===== config.mk =====
export PLATFORM = sky130hd
export DESIGN_NAME = rx_status_gen
export DESIGN_NICKNAME = d
export VERILOG_FILES = /design/src/rtl/rxs_pkg.sv /design/src/rtl/rxs_len_count.sv /design/src/rtl/rxs_addr_class.sv /design/src/rtl/rxs_crc32.sv /design/src/rtl/rx_status_gen.sv
export SDC_FILE = /design/constraint.sdc
export NUM_CORES = 1
export LEC_CHECK = 0
export BUFFER_PORTS_ARGS = -buffer_cell sky130_fd_sc_hd__buf_2
export CAP_MARGIN = 20
export CELL_PAD_IN_SITES_DETAIL_PLACEMENT = 0
export CELL_PAD_IN_SITES_GLOBAL_PLACEMENT = 1
export CORE_MARGIN = 2
export CORE_UTILIZATION = 30
export CTS_CLUSTER_DIAMETER = 80
export DETAILED_ROUTE_END_ITERATION = 8
export PLACE_DENSITY_LB_ADDON = 0.15
export SLEW_MARGIN = 0
export SYNTH_ARGS = -nofsm -noshare
export SYNTH_HDL_FRONTEND = slang
export SYNTH_SLANG_ARGS = --single-unit

===== constraint.sdc =====
create_clock -name clk -period 5.1 [get_ports clk]
set_clock_uncertainty 0.2 [all_clocks]
set_input_delay 0.51 -clock clk [delete_from_list [all_inputs] [get_ports clk]]
set_output_delay 0.51 -clock clk [all_outputs]
set_load 0.01 [all_outputs]

===== src/rtl/rxs_pkg.sv =====
package rxs_pkg;

  localparam int unsigned STAT_W   = 16;
  localparam int unsigned B_MCAST  = 15;
  localparam int unsigned B_PAM    = 14;
  localparam int unsigned B_BCAST  = 13;
  localparam int unsigned B_SYM    = 5;
  localparam int unsigned B_SHORT  = 4;
  localparam int unsigned B_LONG   = 3;
  localparam int unsigned B_CRC    = 2;
  localparam int unsigned B_ALIGN  = 1;
  localparam int unsigned B_GOOD   = 0;

  localparam logic [31:0] CRC_POLY_REFL = 32'hEDB88320;
  localparam logic [31:0] CRC_RESIDUE   = 32'hDEBB20E3;

  // one byte of the LSB-first CRC-32 update
  function automatic logic [31:0] crc_byte_step(input logic [31:0] c_in,
                                                input logic [7:0]  d);
    logic [31:0] c;
    c = c_in ^ {24'h0, d};
    for (int k = 0; k < 8; k++) begin
      c = c[0] ? ((c >> 1) ^ CRC_POLY_REFL) : (c >> 1);
    end
    return c;
  endfunction

endpackage


===== src/rtl/rxs_len_count.sv =====
module rxs_len_count #(
  parameter int unsigned MAX_LEN = 4096,
  parameter int unsigned LEN_W   = $clog2(MAX_LEN + 2)
) (
  input  logic             clk,
  input  logic             rst,
  input  logic             clr,
  input  logic             inc,
  output logic [LEN_W-1:0] cnt
);

  localparam logic [LEN_W-1:0] SAT = LEN_W'(MAX_LEN + 1);

  always_ff @(posedge clk) begin
    if (rst || clr) begin
      cnt <= '0;
    end else if (inc && cnt != SAT) begin
      cnt <= cnt + 1'b1;
    end
  end

endmodule


===== src/rtl/rxs_addr_class.sv =====
module rxs_addr_class #(
  parameter int unsigned ADDR_BYTES = 6,
  parameter int unsigned LEN_W      = 13
) (
  input  logic                    clk,
  input  logic                    rst,
  input  logic                    clr,
  input  logic                    byte_vld,
  input  logic [7:0]              byte_data,
  input  logic [LEN_W-1:0]        byte_idx,
  input  logic [8*ADDR_BYTES-1:0] station_id,
  output logic                    pam,
  output logic                    bcast,
  output logic                    mcast
);

  logic [ADDR_BYTES-1:0] own_hit;
  logic [ADDR_BYTES-1:0] ones_hit;
  logic                  grp_bit;
  logic                  dst_done;

  for (genvar i = 0; i < ADDR_BYTES; i++) begin : g_byte
    always_ff @(posedge clk) begin
      if (rst || clr) begin
        own_hit[i]  <= 1'b0;
        ones_hit[i] <= 1'b0;
      end else if (byte_vld && byte_idx == LEN_W'(i)) begin
        own_hit[i]  <= (byte_data == station_id[8*i +: 8]);
        ones_hit[i] <= (byte_data == 8'hFF);
      end
    end
  end

  always_ff @(posedge clk) begin
    if (rst || clr) begin
      grp_bit  <= 1'b0;
      dst_done <= 1'b0;
    end else if (byte_vld) begin
      if (byte_idx == '0) grp_bit <= byte_data[0];
      if (byte_idx == LEN_W'(ADDR_BYTES - 1)) dst_done <= 1'b1;
    end
  end

  assign pam   = &own_hit;
  assign bcast = &ones_hit;
  assign mcast = grp_bit & dst_done & ~bcast;

endmodule


===== src/rtl/rxs_crc32.sv =====
module rxs_crc32 (
  input  logic       clk,
  input  logic       rst,
  input  logic       clr,
  input  logic       byte_vld,
  input  logic [7:0] byte_data,
  output logic       crc_ok
);
  import rxs_pkg::*;

  logic [31:0] crc_q;

  always_ff @(posedge clk) begin
    if (rst || clr) begin
      crc_q <= 32'hFFFF_FFFF;
    end else if (byte_vld) begin
      crc_q <= crc_byte_step(crc_q, byte_data);
    end
  end

  assign crc_ok = (crc_q == CRC_RESIDUE);

endmodule


===== src/rtl/rx_status_gen.sv =====
module rx_status_gen #(
  parameter int unsigned ADDR_BYTES = 6,
  parameter int unsigned MIN_LEN    = 64,
  parameter int unsigned MAX_LEN    = 4096,
  localparam int unsigned LEN_W     = $clog2(MAX_LEN + 2),
  localparam int unsigned ID_W      = 8 * ADDR_BYTES
) (
  input  logic            clk,
  input  logic            rst,
  input  logic            frm_start,
  input  logic            byte_vld,
  input  logic [7:0]      byte_data,
  input  logic            frm_end,
  input  logic            sym_err,
  input  logic            align_err,
  input  logic            speed100,
  input  logic [ID_W-1:0] station_id,
  output logic [15:0]     stat_word,
  output logic            stat_vld
);
  import rxs_pkg::*;

  logic [LEN_W-1:0] len;
  logic             pam, bcast, mcast, crc_ok;
  logic             f_short, f_long, f_crc, f_sym;
  logic [15:0]      word_d;

  rxs_len_count #(.MAX_LEN(MAX_LEN), .LEN_W(LEN_W)) u_len (
    .clk(clk), .rst(rst), .clr(frm_start), .inc(byte_vld), .cnt(len)
  );

  rxs_addr_class #(.ADDR_BYTES(ADDR_BYTES), .LEN_W(LEN_W)) u_addr (
    .clk(clk), .rst(rst), .clr(frm_start), .byte_vld(byte_vld),
    .byte_data(byte_data), .byte_idx(len), .station_id(station_id),
    .pam(pam), .bcast(bcast), .mcast(mcast)
  );

  rxs_crc32 u_crc (
    .clk(clk), .rst(rst), .clr(frm_start), .byte_vld(byte_vld),
    .byte_data(byte_data), .crc_ok(crc_ok)
  );

  always_comb begin
    f_short = (len < LEN_W'(MIN_LEN));
    f_long  = (len > LEN_W'(MAX_LEN));
    f_crc   = ~crc_ok;
    f_sym   = sym_err & speed100;
    word_d           = '0;
    word_d[B_MCAST]  = mcast;
    word_d[B_PAM]    = pam;
    word_d[B_BCAST]  = bcast;
    word_d[B_SYM]    = f_sym;
    word_d[B_SHORT]  = f_short;
    word_d[B_LONG]   = f_long;
    word_d[B_CRC]    = f_crc;
    word_d[B_ALIGN]  = align_err;
    word_d[B_GOOD]   = ~(f_sym | f_short | f_long | f_crc | align_err);
  end

  always_ff @(posedge clk) begin
    if (rst) begin
      stat_word <= '0;
      stat_vld  <= 1'b0;
    end else if (frm_end) begin
      stat_word <= word_d;
      stat_vld  <= 1'b1;
    end else if (frm_start) begin
      stat_vld  <= 1'b0;
    end
  end

endmodule


==> summary.txt <==
Floorplan
  – Die W: 122 um
  – # IOs: 81
  – Core area: 0.0137 mm2
  – Num rows: 43
  – Initial Utilization: 30.3%
  – Die area: 0.0148 mm2
  – Die Height: 122 um

Critical path
  – WP depth: 5
  – CP delay by family, top: simple AND/OR/NAND/NOR gates
  – CP required: 5160 ps
  – Critical Path Fanout Max: 5
  – Critical Path AT: 2640 ps
  – Crit path cell chain: nor4_1 -> nor4b_4 -> nand3_1 -> or3_1 -> a21oi_1
  – Worst setup SP type: flip-flop
  – Setup CP Type: reg2reg
  – Critical Path End Type: flip-flop
  – CP Buf/Inv Count: 0
  – Worst r2r path cells: 5
  – Slowest CP cell: nor4_1
  – Slowest stage delay, CP: 640 ps

Clocking
  – Hold Buf Count CTS: 0
  – Post-CTS setup buffers: 0
  – CTS resizes: 0
  – Root Driver: clkbuf_16
  – Clock slew seen by the registers of the worst setup and hold paths: 60 ps
  – Skew-Pair Late Insertion Delay: 330 ps
  – CTS sink count: 69
  – Num CTS Buffers: 9
  – H-Tree Depth: 3
  – Clock Path Buffers: 2
  – CTS tree: done

Logic synthesis
  – Yosys cell types: 50
  – Sequential-to-total area share from yosys stat: 33.2%
  – Mapped Area: 0.00416 mm2
  – Syn Area/Cell: 9.04 um2
  – Mapped Cells: 460
  – Yosys Warn Count: 0
  – FF+latch count, synth: 69

Global route
  – Vias in the first global route: 3268
  – Grt total ovfl: 0
  – Largest net degree at the start of global routing: 40
  – Initial antenna violation count: 0
  – Gr usage total: 14.7%
  – First-pass GRT wire length: 16900 um

Placement
  – DPL Wire Length: 7650 um
  – Placed insts: 687
  – I/O Buffers: 73
  – Placer Congestion: 0.792
  – Placed inst area: 0.00460 mm2

Finish
  – Design area: 0.00495 mm2
  – Share of layout cells above drive strength 1: 20.7%
  – Fin cells: 703
  – P&R area growth vs syn: 19.1%
  – Fill count: 1411
  – Ant diodes: 0
  – Fin nets: 586

STA
  – Final setup fails: 0
  – Hold Fails Final Rpt: 0
  – Final Hold Slack: 240 ps
  – Final Slew Violations: 0
  – Setup_tns: 0 ps
  – Period utilization: 50.6%
  – Worst Tran Pin Value: 1030 ps
  – Post-layout minimum cycle time: 2580 ps
  – Worst relative slew slack: 31.1%
  – Peak Freq: 387 MHz
  – Unrepaired setup endpoints after global routing: false

Power and ir drop
  – VDD IR-drop max: 0.157 mV
  – Tot Pwr: 0.00174 W
  – Leak Pwr: 1.93 nW
  – Power Dens Cells: 352 mW/mm2

Status
  – Status: finished clean

Drt
  – Drt initial violations: 137
  – Via-to-Cell Ratio: 4.65
  – Antenna viol nets, final: 0
  – DRC: 0
  – Detailed-route wire length per cell: 14.8 um
  – Total number of vias: 3270
  – Pre-antenna DRT Iters: 4
  – WL final: 10400 um

Hold path
  – WHS Path Cells: 3
  – Worst Hold Class: in2reg

Job
  – Max cap viols: 0
==> synthesized netlist by cell type, drive strengths merged <==
cell      n  area [um2]
a211o     6        52.6
a211oi    2        15.0
a21oi    14        70.1
and2      1        6.26
and3      1        6.26
and4      3        27.5
and4bb    1        12.5
buf      17         113
clkbuf   15        56.3
clkinv    1        3.75
conb      1        3.75
dfxtp    69        1380
ha        4        50.1
inv       3        11.3
mux2i     9        90.1
nand2    37         139
nand2b    2        12.5
nand3     7        35.0
nand4    21         131
nand4b    5        43.8
nor2     57         214
nor2b     4        25.0
nor3      2        10.0
nor3b     1        7.51
nor4      5        31.3
nor4b     1        23.8
nor4bb    3        30.0
o2111ai   1        8.76
o211ai    7        52.6
o21ai    20         104
o311ai    1        8.76
o31a      1        8.76
o31ai     1        12.5
or2       2        12.5
or3       5        31.3
or4       2        18.8
or4b      1        13.8
xnor2    84         800
xnor3     5         113
xor2     37         347
xor3      1        23.8
==> area by class of cell <==
| cell class | instances | area, um2 | area share, % |
|---|---|---|---|
| inverter | 4 | 15.0 | 0.303 |
| timing repair buffer | 73 | 365 | 7.38 |
| clock inverter | 5 | 106 | 2.15 |
| tap | 180 | 225 | 4.55 |
| sequential | 69 | 1380 | 27.9 |
| clock buffer | 11 | 243 | 4.90 |
| multi-input combinational | 361 | 2620 | 52.8 |
==> routing by layer <==
layer	GRT usage (%)	up-vias	part of all wire [%]
met3	3.23	8	4.5
met4	4.09	0	1.1
li1	-	1662	-
met2	22.5	89	44
met1	20.7	1511	51
met5	0	-	0
==> flip-flops by register name (all words and copies together) (netlist names) <==
name and cells:
u_addr.grp_bit 1, u_addr.dst_done 1, u_addr.own_hit 6, stat_vld 1, u_addr.ones_hit 6, u_len.cnt 13
stat_word 9, u_crc.crc_q 32
==> power breakdown <==
part	switching, W	internal (W)
Combinational	0.000217	0.000207
Clock	0.000236	0.000493
Sequential	0.0000250	0.000564
Total	0.000478	0.00126
==> placed cells by master (no fill, tap or decap), types with 3 or more instances in the layout <==
cell	instances
a211o_1	6
a21oi_1	14
buf_2	73
bufinv_16	3
clkbuf_16	9
conb_1	7
dfxtp_1	69
ha_1	4
inv_1	3
mux2i_1	9
nand2_1	37
nand3_1	7
nand4_1	21
nand4b_1	5
nor2_1	56
nor2b_1	4
nor4_1	5
nor4bb_1	3
o211ai_1	7
o21ai_0	19
or3_1	5
xnor2_1	77
xnor2_2	6
xnor3_1	5
xor2_1	34
xor2_2	3
==> cell families (layout without fill, tap and decap cells) <==
| group | after synthesis | in the layout | synth area share [%] |
|---|---|---|---|
| compound gates | 53 | 53 | 8.01 |
| xor+xnor | 127 | 127 | 30.9 |
| fa+ha+maj | 4 | 4 | 1.20 |
| buf+inv | 36 | 93 | 4.42 |
| flops | 69 | 69 | 33.2 |
| mux | 9 | 9 | 2.17 |
| other cells | 1 | 7 | 0.0902 |
| simple gates | 161 | 161 | 20.0 |
==> per-stage QoR <==
step	utilization, %	setup WS (ps)
finish	36.1	2520
global route	36.1	2190
CTS	36.1	2480
detailed placement	33.6	2190
global placement	33.6	2210
floorplan	-	2780
==> worst min-delay path: stages <==
cell and delay, ps:
buf_2 90, mux2i_1 60, nor2_1 70
==> worst paths after layout <==
kind | startpoint | slack, ps | end
setup / recovery | u_len.cnt[10]$_SDFFE_PP0P_ | 2520 | u_addr.own_hit[0]$_SDFFE_PP0P_
hold / removal | align_err | 240 | stat_word[1]$_SDFFE_PP0P_
setup reg to reg | u_len.cnt[10]$_SDFFE_PP0P_ | 2520 | u_addr.own_hit[0]$_SDFFE_PP0P_
hold reg to reg | u_addr.own_hit[3]$_SDFFE_PP0P_ | 260 | u_addr.own_hit[3]$_SDFFE_PP0P_
Power figures use the tool's default switching activity.
